--- src/rtl/peak_meter_pkg.sv ---
package peak_meter_pkg;

    typedef logic [2:0] level_code_t;

    localparam int LEVEL_STEPS = 6;
    localparam int FRAC_BITS   = 16;
    localparam level_code_t CODE_QUIET = 3'd0;
    localparam level_code_t CODE_CLIP  = 3'd7;

    // Fractions of full scale in 1/65536 units, index 0 = -6 dB ... 5 = -1 dB.
    function automatic logic [63:0] step_fraction(input int idx);
        case (idx)
            0:       return 64'd32845;
            1:       return 64'd36853;
            2:       return 64'd41350;
            3:       return 64'd46396;
            4:       return 64'd52057;
            default: return 64'd58409;
        endcase
    endfunction

    function automatic logic [63:0] step_threshold(input int width, input int idx);
        logic [63:0] full;
        full = (64'd1 << (width - 1)) - 64'd1;
        return (full * step_fraction(idx)) >> FRAC_BITS;
    endfunction

endpackage

--- src/rtl/level_classifier.sv ---
module level_classifier
    import peak_meter_pkg::*;
#(
    parameter int SAMPLE_W = 24
) (
    input  logic [SAMPLE_W-1:0] sample,
    output level_code_t         code
);
    localparam int MAG_W = SAMPLE_W - 1;
    localparam logic [MAG_W-1:0] FULL_SCALE = {MAG_W{1'b1}};

    logic [SAMPLE_W-1:0]    abs_full;
    logic [MAG_W-1:0]       mag;
    logic [LEVEL_STEPS-1:0] hit;

    always_comb begin
        abs_full = sample[SAMPLE_W-1] ? ({SAMPLE_W{1'b0}} - sample) : sample;
        // only the most negative input leaves the top bit set: saturate it
        mag = abs_full[SAMPLE_W-1] ? FULL_SCALE : abs_full[MAG_W-1:0];
    end

    for (genvar g = 0; g < LEVEL_STEPS; g++) begin : g_step
        localparam logic [MAG_W-1:0] STEP_T = MAG_W'(step_threshold(SAMPLE_W, g));
        assign hit[g] = (mag >= STEP_T);
    end

    always_comb begin
        code = CODE_QUIET;
        for (int i = 0; i < LEVEL_STEPS; i++) begin
            if (hit[i]) code = level_code_t'(i + 1);
        end
        if (mag == FULL_SCALE) code = CODE_CLIP;
    end

endmodule

--- src/rtl/peak_hold.sv ---
module peak_hold
    import peak_meter_pkg::*;
(
    input  logic        clk,
    input  logic        rst_n,
    input  logic        valid,
    input  logic        clear,
    input  level_code_t code_in,
    output level_code_t peak
);
    typedef struct packed {
        level_code_t peak;
    } hold_state_t;

    hold_state_t state_d, state_q;

    always_comb begin
        state_d = state_q;
        if (clear) begin
            state_d.peak = valid ? code_in : CODE_QUIET;
        end else if (valid && (code_in > state_q.peak)) begin
            state_d.peak = code_in;
        end
    end

    always_ff @(posedge clk) begin
        if (!rst_n) state_q <= '0;
        else        state_q <= state_d;
    end

    assign peak = state_q.peak;

    assert_no_drop_R5: assert property (@(posedge clk) disable iff (!rst_n)
        (valid && !clear) |=> (peak >= $past(peak)));

    assert_idle_hold_R8: assert property (@(posedge clk) disable iff (!rst_n)
        (!valid && !clear) |=> $stable(peak));

    assert_clear_zero_R6: assert property (@(posedge clk) disable iff (!rst_n)
        (clear && !valid) |=> (peak == CODE_QUIET));

    assert_read_capture_R7: assert property (@(posedge clk) disable iff (!rst_n)
        (clear && valid) |=> (peak == $past(code_in)));

endmodule

--- src/rtl/stereo_peak_meter.sv ---
module stereo_peak_meter
    import peak_meter_pkg::*;
#(
    parameter int SAMPLE_W = 24
) (
    input  logic                clk,
    input  logic                rst_n,
    input  logic                sample_valid,
    input  logic [SAMPLE_W-1:0] left_sample,
    input  logic [SAMPLE_W-1:0] right_sample,
    input  logic                status_rd,
    input  logic                accept_left,
    input  logic                accept_right,
    output logic [7:0]          status_word
);
    localparam int CHANNELS = 2;
    localparam logic [SAMPLE_W-1:0] MOST_NEG = {1'b1, {(SAMPLE_W-1){1'b0}}};

    logic [SAMPLE_W-1:0] chan_sample [CHANNELS];
    level_code_t         chan_code   [CHANNELS];
    level_code_t         chan_peak   [CHANNELS];

    assign chan_sample[0] = left_sample;
    assign chan_sample[1] = right_sample;

    for (genvar c = 0; c < CHANNELS; c++) begin : g_chan
        level_classifier #(.SAMPLE_W(SAMPLE_W)) u_classify (
            .sample (chan_sample[c]),
            .code   (chan_code[c])
        );
        peak_hold u_hold (
            .clk     (clk),
            .rst_n   (rst_n),
            .valid   (sample_valid),
            .clear   (status_rd),
            .code_in (chan_code[c]),
            .peak    (chan_peak[c])
        );
    end

    assign status_word = {accept_right, accept_left, chan_peak[1], chan_peak[0]};

    assert_min_clips_R4: assert property (@(posedge clk) disable iff (!rst_n)
        (sample_valid && left_sample == MOST_NEG) |=> (status_word[2:0] == CODE_CLIP));

    assert_reset_quiet_R1: assert property (@(posedge clk)
        !rst_n |=> (status_word[5:0] == 6'd0));

endmodule

--- config.mk ---
export PLATFORM = sky130hd
export DESIGN_NAME = stereo_peak_meter
export DESIGN_NICKNAME = d
export VERILOG_FILES = /design/src/rtl/peak_meter_pkg.sv /design/src/rtl/level_classifier.sv /design/src/rtl/peak_hold.sv /design/src/rtl/stereo_peak_meter.sv
export SDC_FILE = /design/constraint.sdc
export NUM_CORES = 1
export LEC_CHECK = 0
export CAP_MARGIN = 0
export CORE_MARGIN = 2
export CORE_UTILIZATION = 40
export CTS_CLUSTER_SIZE = 40
export DETAILED_ROUTE_END_ITERATION = 10
export DONT_BUFFER_PORTS = 1
export RECOVER_POWER = 25
export SYNTH_ARGS = -nofsm -noshare
export SYNTH_HDL_FRONTEND = slang
export SYNTH_SLANG_ARGS = --single-unit
--- constraint.sdc ---
create_clock -name clk -period 8.51 [get_ports clk]
set_input_delay 2.1275 -clock clk [delete_from_list [all_inputs] [get_ports clk]]
set_output_delay 2.1275 -clock clk [all_outputs]
set_load 0.05 [all_outputs]
==> results of run 1 <==
[report_power, final]
| group | switching (mW) | internal, mW | leakage, nW |
|---|---|---|---|
| clock | 0.0122 | 0.0304 | 0.0216 |
| sequential | 0.00938 | 0.0304 | 0.0490 |
| combinational | 0.0700 | 0.0546 | 0.966 |
| total | 0.0915 | 0.115 | 1.04 |
[layout by cell type (no fill, tap or decap), types with 6 or more instances in the layout]
cell,count
or2_2,7
or3_1,8
dfxtp_1,6
nor3_1,17
or4_1,8
nand2_1,30
nand4_1,11
nor4_1,10
xnor2_1,18
nor2b_1,13
and2_1,7
and3_1,9
nor2_1,36
a21oi_1,19
o21ai_0,27
o31ai_1,11
nand2b_1,9
inv_1,21
xor2_1,9
a31oi_1,20
ha_1,8
nand3_1,21
a41oi_1,9
[tightest hold or removal path, cell delays in order, from the launching register on]
cell and delay, ps:
dfxtp_1 480, nand2_1 150, a21boi_2 50
[metal layers]
metal  vias up  share of wire, %  global-route usage [%]
li1       1780                 -                       -
met1      1656                46                   27.02
met2        98                49                   35.95
met3         6               4.4                   1.465
met4         0              0.73                   3.431
met5         -                 0                       0
[worst paths after layout]
path,from,endpoint,slack (ps),cells past startpoint
worst max register to register,g_chan[1].u_hold.peak[1]$_SDFFE_PN0P_,g_chan[1].u_hold.peak[0]$_SDFFE_PN0P_,6080,9
worst min-delay path,g_chan[0].u_hold.peak[1]$_SDFFE_PN0P_,g_chan[0].u_hold.peak[1]$_SDFFE_PN0P_,730,2
worst max-delay path,right_sample[0],g_chan[1].u_hold.peak[0]$_SDFFE_PN0P_,2310,20
worst min register to register,g_chan[0].u_hold.peak[1]$_SDFFE_PN0P_,g_chan[0].u_hold.peak[1]$_SDFFE_PN0P_,730,2
[final cells by class]
class,instances,area [µm²]
multi-input combinational,414,2816
fill,835,4496
timing repair buffer,1,7.507
sequential,6,120.1
inverter,21,78.83
tap,102,127.6
clock buffer,3,41.29
[logic make-up after synthesis]
family	Yosys count
simple gates	216
buf+inv	52
mux	8
compound gates	155
xor+xnor	27
flops	6
fa+ha+maj	8
==> results.py, run 1 <==
metrics = {
    "yosys": {
        "async_flop_share_pct": 0,
        "synthTopCellsByArea": "xnor2_1 5.0%, nor2_1 4.3%, o21ai_0 4.3%",
        "synth_compound_area_share_pct": 35.56,
        "ys.warnings.count": 0,
        "synth_edf_count": 0,
        "synth_top_area_share_pct": 5.006,
        "synth-xor-area-share_pct": 7.509,
        "syn_area_mm2": 0.003149,
        "synthMuxAreaShare_pct": 3.059,
        "syn_inst": 472,
        "ys_top_cells_by_count": "36 x nor2_1, 30 x nand2_1, 27 x o21ai_0, 25 x clkbuf_1",
        "synth_top_family_by_area": "simple AND/OR/NAND/NOR gates",
        "synth.distinct_cells": 84,
        "ys_ff_latch": 6,
        "yosysMostFrequentCell": "nor2_1",
        "syn_avg_cell_area_um2": 6.672,
        "yosysTopAreaCell": "xnor2_1",
        "yosys.area_share.simple_pct": 40.13,
        "seq_area_frac_synth_pct": 3.814,
        "yosys.area_share.adder_pct": 3.178,
        "synth_fp_nets": 534,
        "ys.flop_type": "dfxtp_1",
    },
    "detailed_routing": {
        "drt.antenna.violating_nets": 0,
        "wire_per_inst_um": 16.55,
        "vias_per_cell": 6.472,
        "finalWirelength_mm": 9.052,
        "drtIter0Drc": 177,
        "num_vias": 3540,
        "drc": 0,
        "dr.pass1.iters": 4,
    },
    "timing": {
        "setup_viol": 0,
        "max_freq_ghz": 0.1612,
        "max-slew-margin-rel_pct": 52.83,
        "finalHoldViolations": 0,
        "timing.hold.ws_ps": 727.3,
        "timing.final.ws_setup_ps": 2308,
        "min_period_over_period_pct": 72.88,
        "post-route-min-period_ps": 6202,
        "drv_slew": 0,
        "fin_setup_tns_ps": 0,
        "finalClockSkew_ps": 0.8273,
        "tightest_slew_ps": 701.7,
        "rsz0062_at_grt": "false",
    },
    "place": {
        "hpwl_mm": 6.994,
        "place_congestion": 0.8978,
        "pre_cts_slack_ps": 2140,
        "io_buffers": 0,
        "placed_area_mm2": 0.003151,
        "placed_cells": 544,
    },
    "clock_network": {
        "cts_resized": 0,
        "cts_hold_buf": 0,
        "numCtsBuffers": 3,
        "clkTransAtPathRegs_ps": 40,
        "numClockSinks": 6,
        "clock_latency_ps": 220,
        "htreeDepth": 1,
        "clockBufferDepth": 2,
        "cts_tree": "built",
        "cts-root-buf": "clkbuf_8",
        "post-cts-setup-buffer-count": 0,
    },
    "worst_setup_path": {
        "crit_chain": "inv_1 > ha_1 > nor3b_1 > nand4_1 > o31ai_1 > mux2i_1 > o21ba_2 > o21a_1 > nor2_1 > a21boi_1 > a21boi_1 > inv_1 > ha_1 > nor2b_1 > o21ai_0 > nand2b_1 > a31oi_1 > nor2_1 > a22o_1 > o21a_1",
        "cp_num_buf_inv": 2,
        "cp_top_family": "compound AO/OA/AOI/OAI gates",
        "endpoint_kind": "flip-flop",
        "cp.required_ps": 8620,
        "critical_path_arrival_ps": 6310,
        "max_stage_delay_ps": 510,
        "cp-start-kind": "input port",
        "path_class": "in -> reg",
        "cp_slowest_cell": "mux2i_1",
        "critPathMaxFanout": 17,
    },
    "grt": {
        "grt_start_max_net_pins": 31,
        "grt_pass1_wl_mm": 14.95,
        "grt_pass1_vias": 3243,
        "antenna_found_initial": 0,
        "gr-total-overflow": 0,
        "grtUsageTotal_pct": 20.19,
    },
    "die": {
        "num_rows": 32,
        "core_mm2": 0.007687,
        "ios": 62,
        "initial_utilization_pct": 40.97,
        "chipHeight_um": 92.73,
        "fp.dieW_um": 92.73,
        "dieArea_mm2": 0.008599,
    },
    "min_path": {
        "hp-class": "reg -> reg",
    },
    "power_and_ir_drop": {
        "power_mw": 0.2070,
        "leakagePower_nw": 1.037,
        "peakVddDrop_uv": 37.96,
        "power_density_mw_per_mm2": 64.84,
    },
    "job": {
        "cap_violations": 0,
    },
    "finish": {
        "utilization_pct": 41.52,
        "largest_register_ffs": 6,
        "drive_above_1_share_pct": 8.315,
        "num_antenna_cells": 0,
        "finalInstanceArea_mm2": 0.003192,
        "fin_cells": 547,
        "final_nets": 509,
        "syn_to_final_growth_pct": 1.351,
    },
    "status": {
        "status": "completed",
    },
}
Note: power is estimated with default switching activity, not from simulation.
==> inputs of run 2 (changes only) <==
Clock period 8.51 ns to 5.67 ns, I/O delays scaled along.
==> results.py, run 2 (same netlist as run 1, synthesis figures left out) <==
metrics = {
    "worst_setup_path": {
        "path_common_cell": "o21ai_0",
        "rr_endpoint": "g_chan[0].u_hold.peak[0]$_SDFFE_PN0P_",
        "endpoint_kind": "flip-flop",
        "r2r_setup_slack_ps": 3330,
        "path_class": "in -> reg",
        "cp.required_ps": 5790,
        "critPathMaxFanout": 8,
        "crit_chain": "or4_1 > or2_2 > a2111oi_0 > o21ai_0 > nor3b_1 > o211a_1 > o311ai_0 > nand3b_1 > nand2_1 > ha_1 > nor2b_1 > o21ai_0 > nand2b_1 > a31oi_1 > nor2_1 > a31o_1",
        "cp_slowest_cell": "or4_1",
        "r2r_cells": 8,
        "cp_top_family": "simple AND/OR/NAND/NOR gates",
        "reg2reg_from": "g_chan[0].u_hold.peak[1]$_SDFFE_PN0P_",
        "cp_num_buf_inv": 0,
        "max_stage_delay_ps": 690,
        "critical_path_arrival_ps": 5330,
        "cp-start-kind": "input port",
    },
    "clock_network": {
        "clkTransAtPathRegs_ps": 40,
        "clockBufferDepth": 2,
        "cts_resized": 0,
        "cts_tree": "built",
        "htreeDepth": 1,
        "clock_latency_ps": 220,
        "numClockSinks": 6,
        "cts-root-buf": "clkbuf_8",
        "cts_hold_buf": 0,
        "post-cts-setup-buffer-count": 0,
        "numCtsBuffers": 3,
    },
    "power_and_ir_drop": {
        "leakagePower_nw": 1.093,
        "power_density_mw_per_mm2": 97.94,
        "peakVddDrop_uv": 49.04,
    },
    "grt": {
        "antenna_found_initial": 0,
        "grt_pass1_wl_mm": 15.93,
        "grt_pass1_vias": 3549,
        "grtUsageTotal_pct": 21.43,
        "gr-total-overflow": 0,
        "grt_start_max_net_pins": 31,
    },
    "finish": {
        "syn_to_final_growth_pct": 3.973,
        "layout_commonest_cell": "nor2_1",
        "largest_register_ffs": 6,
        "final_nets": 520,
        "num_antenna_cells": 0,
        "layout_common_cells": "36 x nor2_1, 30 x nand2_1, 27 x o21ai_0, 21 x inv_1, 21 x nand3_1",
        "finalInstanceArea_mm2": 0.003274,
        "drive_above_1_share_pct": 10.53,
    },
    "detailed_routing": {
        "highest_layer": "met4",
        "num_vias": 3714,
        "wl_met1_mm": 4.119,
        "drtIter0Drc": 188,
        "wl_met3_um": 606,
        "drc": 0,
        "wire_per_inst_um": 16.73,
        "dr.pass1.iters": 4,
        "vias_per_cell": 6.656,
        "met2_wirelength_mm": 4.478,
        "finalWirelength_mm": 9.337,
        "drt.antenna.violating_nets": 0,
    },
    "min_path": {
        "hp-start": "g_chan[1].u_hold.peak[1]$_SDFFE_PN0P_",
        "hp-class": "reg -> reg",
        "whs_path_depth": 2,
        "min_to": "g_chan[1].u_hold.peak[1]$_SDFFE_PN0P_",
    },
    "timing": {
        "finalHoldViolations": 0,
        "finalClockSkew_ps": 0.8147,
        "rsz0062_at_grt": "false",
        "max-slew-margin-rel_pct": 57.42,
        "post-route-min-period_ps": 5217,
        "timing.hold.ws_ps": 742.3,
        "min_period_over_period_pct": 92.01,
        "fin_setup_tns_ps": 0,
        "max_freq_ghz": 0.1917,
        "drv_slew": 0,
        "tightest_slew_ps": 634.1,
        "setup_viol": 0,
    },
    "die": {
        "chipHeight_um": 92.73,
        "num_rows": 32,
        "fp.dieW_um": 92.73,
        "dieArea_mm2": 0.008599,
        "core_mm2": 0.007687,
        "ios": 62,
        "initial_utilization_pct": 40.97,
    },
    "place": {
        "place_congestion": 0.9422,
        "io_buffers": 0,
        "hpwl_mm": 7.366,
        "placed_area_mm2": 0.003233,
    },
    "job": {
        "cap_violations": 0,
    },
    "status": {
        "status": "completed",
    },
}
==> run 2: changes by cell type in the layout (fill, tap and decap cells not counted), sizes merged <==
cell and delta:
buf +11
==> run 2: worst max path at each step <==
stage	from	end	slack (ps)	cells past startpoint
2_1_floorplan	right_sample[6]	g_chan[1].u_hold.peak[0]$_SDFFE_PN0P_	510	19
3_3_place_gp	right_sample[5]	g_chan[1].u_hold.peak[0]$_SDFFE_PN0P_	320	17
3_5_place_dp	left_sample[5]	g_chan[0].u_hold.peak[0]$_SDFFE_PN0P_	270	16
4_1_cts	left_sample[5]	g_chan[0].u_hold.peak[0]$_SDFFE_PN0P_	490	16
5_1_grt	left_sample[11]	g_chan[0].u_hold.peak[2]$_SDFFE_PN0P_	20	17
6_report	left_sample[5]	g_chan[0].u_hold.peak[0]$_SDFFE_PN0P_	450	16
==> run 2: worst min-delay path, stage by stage, from the launching register on <==
cell and delay, ps:
dfxtp_1 490, nand3_1 140, o31ai_1 60
==> run 2: metrics by stage <==
stage               setup slack, ps  power, mW  utilization (%)  std cells
finish                        452.8     0.3207            42.59        558
global route                  21.86     0.3504            42.59        558
CTS                           491.9     0.3202            42.59        558
detailed placement            267.2     0.2516            42.06        555
global placement              319.1     0.2493            42.06        555
floorplan                     514.9     0.2308                -        472
==> run 2: final cells by class <==
type | instances | area, µm²
Clock buffer | 3 | 41.29
Fill cell | 813 | 4413
Inverter | 21 | 78.83
Multi-Input combinational cell | 414 | 2816
Sequential cell | 6 | 120.1
Tap cell | 102 | 127.6
Timing Repair Buffer | 12 | 90.09
==> run 2: report_power, final <==
part | total (mW) | leakage [nW] | internal (mW) | switching [mW]
Clock | 0.0656 | 0.0216 | 0.0457 | 0.0198
Combinational | 0.195 | 1.02 | 0.0872 | 0.108
Sequential | 0.0597 | 0.0490 | 0.0456 | 0.0141
Total | 0.321 | 1.09 | 0.179 | 0.142
==> run 2: routing by layer <==
metal / track usage (%) / vias to the layer above
met5: 0 / -
met4: 5.515 / 0
met1: 27.59 / 1757
met2: 37.47 / 145
li1: - / 1799
met3: 3.011 / 13
==> inputs of run 3 (changes only) <==
Settings changed: SKIP_LAST_GASP set to 1, SYNTH_HIERARCHICAL set to 1.
==> results.py, run 3 <==
metrics = {
    "power_and_ir_drop": {
        "leakagePower_nw": 0.9709,
        "p_sw_mw": 0.1363,
        "p_sw_share_pct": 44.38,
        "pwr-share-seq_pct": 20.6,
        "clkPwrFrac_pct": 20.1,
        "intPower_mw": 0.1708,
        "peakVddDrop_uv": 126.5,
        "power_frac_comb_pct": 59.3,
        "power_density_mw_per_mm2": 99.43,
    },
    "finish": {
        "layout_commonest_cell": "nand2_1",
        "final_nets": 500,
        "drive_above_1_share_pct": 10.09,
        "syn_to_final_growth_pct": 2.577,
        "fillers": 772,
        "layout_common_cells": "56 x nand2_1, 52 x nor2_1, 22 x nand3_1, 16 x inv_1, 16 x nor4_1",
        "largest_register_ffs": 6,
        "num_antenna_cells": 0,
    },
    "timing": {
        "rsz0062_at_grt": "false",
        "drv_slew": 0,
        "tightest_slew_ps": 685.9,
        "max_freq_ghz": 0.2032,
        "post-route-min-period_ps": 4921,
        "finalHoldViolations": 0,
        "setup_viol": 0,
        "max-slew-margin-rel_pct": 54.06,
        "min_period_over_period_pct": 86.79,
        "fin_setup_tns_ps": 0,
        "finalClockSkew_ps": 2.074,
        "timing.hold.ws_ps": 716.5,
    },
    "die": {
        "chipHeight_um": 90.75,
        "dieArea_mm2": 0.008236,
        "core_mm2": 0.007253,
        "initial_utilization_pct": 41.50,
        "fp.dieW_um": 90.75,
        "num_rows": 31,
        "ios": 62,
    },
    "worst_setup_path": {
        "critical_path_arrival_ps": 5060,
        "cp.required_ps": 5810,
        "endpoint_kind": "flip-flop",
        "critPathMaxFanout": 6,
        "cp-start-kind": "input port",
        "r2r_cells": 6,
        "r2r_setup_slack_ps": 3840,
        "reg2reg_from": "g_chan[1].u_hold/peak[2]$_SDFFE_PN0P_",
        "path_class": "in -> reg",
        "rr_endpoint": "g_chan[1].u_hold/peak[2]$_SDFFE_PN0P_",
    },
    "clock_network": {
        "clock_latency_ps": 220,
        "post-cts-setup-buffer-count": 0,
        "cts_resized": 0,
        "clkTransAtPathRegs_ps": 40,
        "cts-root-buf": "clkbuf_8",
        "htreeDepth": 1,
        "clockBufferDepth": 2,
        "numCtsBuffers": 3,
        "cts_hold_buf": 0,
        "numClockSinks": 6,
        "cts_tree": "built",
    },
    "yosys": {
        "ys.flop_type": "dfxtp_1",
        "syn_avg_cell_area_um2": 6.690,
        "yosysMostFrequentCell": "nand2_1",
        "synth_edf_count": 0,
        "yosysTopAreaCell": "nand2_1",
        "ys_top_cells_by_count": "56 x nand2_1, 52 x nor2_1, 22 x nand3_1, 16 x inv_1, 16 x nor4_1",
        "ys_ff_latch": 6,
        "synth_fp_nets": 512,
        "syn_area_mm2": 0.003010,
        "ys.warnings.count": 6,
        "async_flop_share_pct": 0,
        "synth.distinct_cells": 71,
        "synth_top_area_share_pct": 6.983,
        "seq_area_frac_synth_pct": 3.990,
        "synthTopCellsByArea": "nand2_1 7.0%, nor2_1 6.5%, dfxtp_1 4.0%",
        "syn_inst": 450,
    },
    "grt": {
        "grt_start_max_net_pins": 43,
        "grt_pass1_vias": 3130,
        "gr-total-overflow": 0,
        "grt_pass1_wl_mm": 14.88,
        "antenna_found_initial": 0,
        "grtUsageTotal_pct": 20.67,
    },
    "place": {
        "io_buffers": 0,
        "hpwl_mm": 7.078,
        "place_congestion": 0.8940,
    },
    "detailed_routing": {
        "finalWirelength_mm": 8.880,
        "wire_per_inst_um": 16.60,
        "drc": 0,
        "drtIter0Drc": 329,
        "vias_per_cell": 6.559,
        "dr.pass1.iters": 5,
        "drt.antenna.violating_nets": 0,
        "num_vias": 3509,
    },
    "job": {
        "cap_violations": 0,
    },
    "min_path": {
        "whs_path_depth": 2,
        "hp-class": "reg -> reg",
        "hp-start": "g_chan[1].u_hold/peak[2]$_SDFFE_PN0P_",
        "min_to": "g_chan[1].u_hold/peak[2]$_SDFFE_PN0P_",
    },
    "status": {
        "status": "completed",
    },
}
[run 3: power groups by stage]
stage          combinational (mW)  clock (mW)  sequential [mW]
3_5_place_dp                0.179           0           0.0641
3_3_place_gp                0.177           0           0.0639
2_1_floorplan               0.165           0           0.0627
4_1_cts                     0.180      0.0637           0.0634
6_report                    0.182      0.0619           0.0633
5_1_grt                     0.204      0.0676           0.0638
[run 3: cells by family (layout without fill, tap and decap cells)]
group | after synthesis | count (layout) | synth area share [%]
AOI/OAI and AO/OA | 138 | 138 | 36.16
and+or+nand+nor | 246 | 246 | 45.72
DFF | 6 | 6 | 3.990
buffers and inverters | 34 | 20 | 5.154
xor gates and xnor gates | 8 | 8 | 2.327
adders and majority gates | 8 | 8 | 3.325
muxes | 10 | 10 | 3.325
[run 3: cell type report]
| cell class | count | area (µm²) | area share [%] |
|---|---|---|---|
| multi-input cells | 410 | 2735 | 88.57 |
| well taps | 99 | 123.9 | 4.011 |
| flip-flops and latches | 6 | 120.1 | 3.890 |
| inverters | 16 | 60.06 | 1.945 |
| clock buffers | 3 | 41.29 | 1.337 |
| repair buffers | 1 | 7.507 | 0.2431 |
[run 3: through the flow]
step                      power (mW)  instance area, µm²  utilization [%]  instances  worst slack, ps
after floorplan               0.2281                3010                -        450             1142
after detailed placement      0.2433                3047            42.00        532            536.2
after global routing          0.3355                3088            42.57        535            295.9
after CTS                     0.3073                3088            42.57        535            741.0
after global placement        0.2407                3047            42.00        532            538.1
final                         0.3070                3088            42.57        535            749.2
[run 3: worst max path at each step]
stage,start,to,slack (ps),depth (start not counted)
after detailed placement,left_sample[0],g_chan[0].u_hold/peak[0]$_SDFFE_PN0P_,540,16
final,left_sample[0],g_chan[0].u_hold/peak[0]$_SDFFE_PN0P_,750,16
after floorplan,left_sample[7],g_chan[0].u_hold/peak[0]$_SDFFE_PN0P_,1140,16
after CTS,left_sample[0],g_chan[0].u_hold/peak[0]$_SDFFE_PN0P_,740,16
after global routing,left_sample[0],g_chan[0].u_hold/peak[2]$_SDFFE_PN0P_,300,16
after global placement,left_sample[0],g_chan[0].u_hold/peak[1]$_SDFFE_PN0P_,540,16
[run 3: worst max-delay path: stages]
cell and delay (ps):
inv_1 30, ha_1 210, nand2b_1 230, o41ai_1 360
xor2_1 140, a2111oi_2 590, a32oi_1 300, nor4_1 420
a211oi_2 70, o21bai_1 210, o21ai_1 130, ha_1 320
inv_1 50, o21ai_1 70, a31oi_2 290, mux2i_1 220
[run 3: routing by layer]
| layer | vias to the layer above | GRT usage [%] | share of wire [%] | wire length (µm) |
|---|---|---|---|---|
| li1 | 1731 | - | - | - |
| met1 | 1652 | 28.41 | 46 | 4044 |
| met2 | 120 | 35.82 | 49 | 4319 |
| met3 | 6 | 1.836 | 5.2 | 458 |
| met4 | 0 | 2.692 | 0.64 | 57 |
| met5 | - | 0 | 0 | 0 |
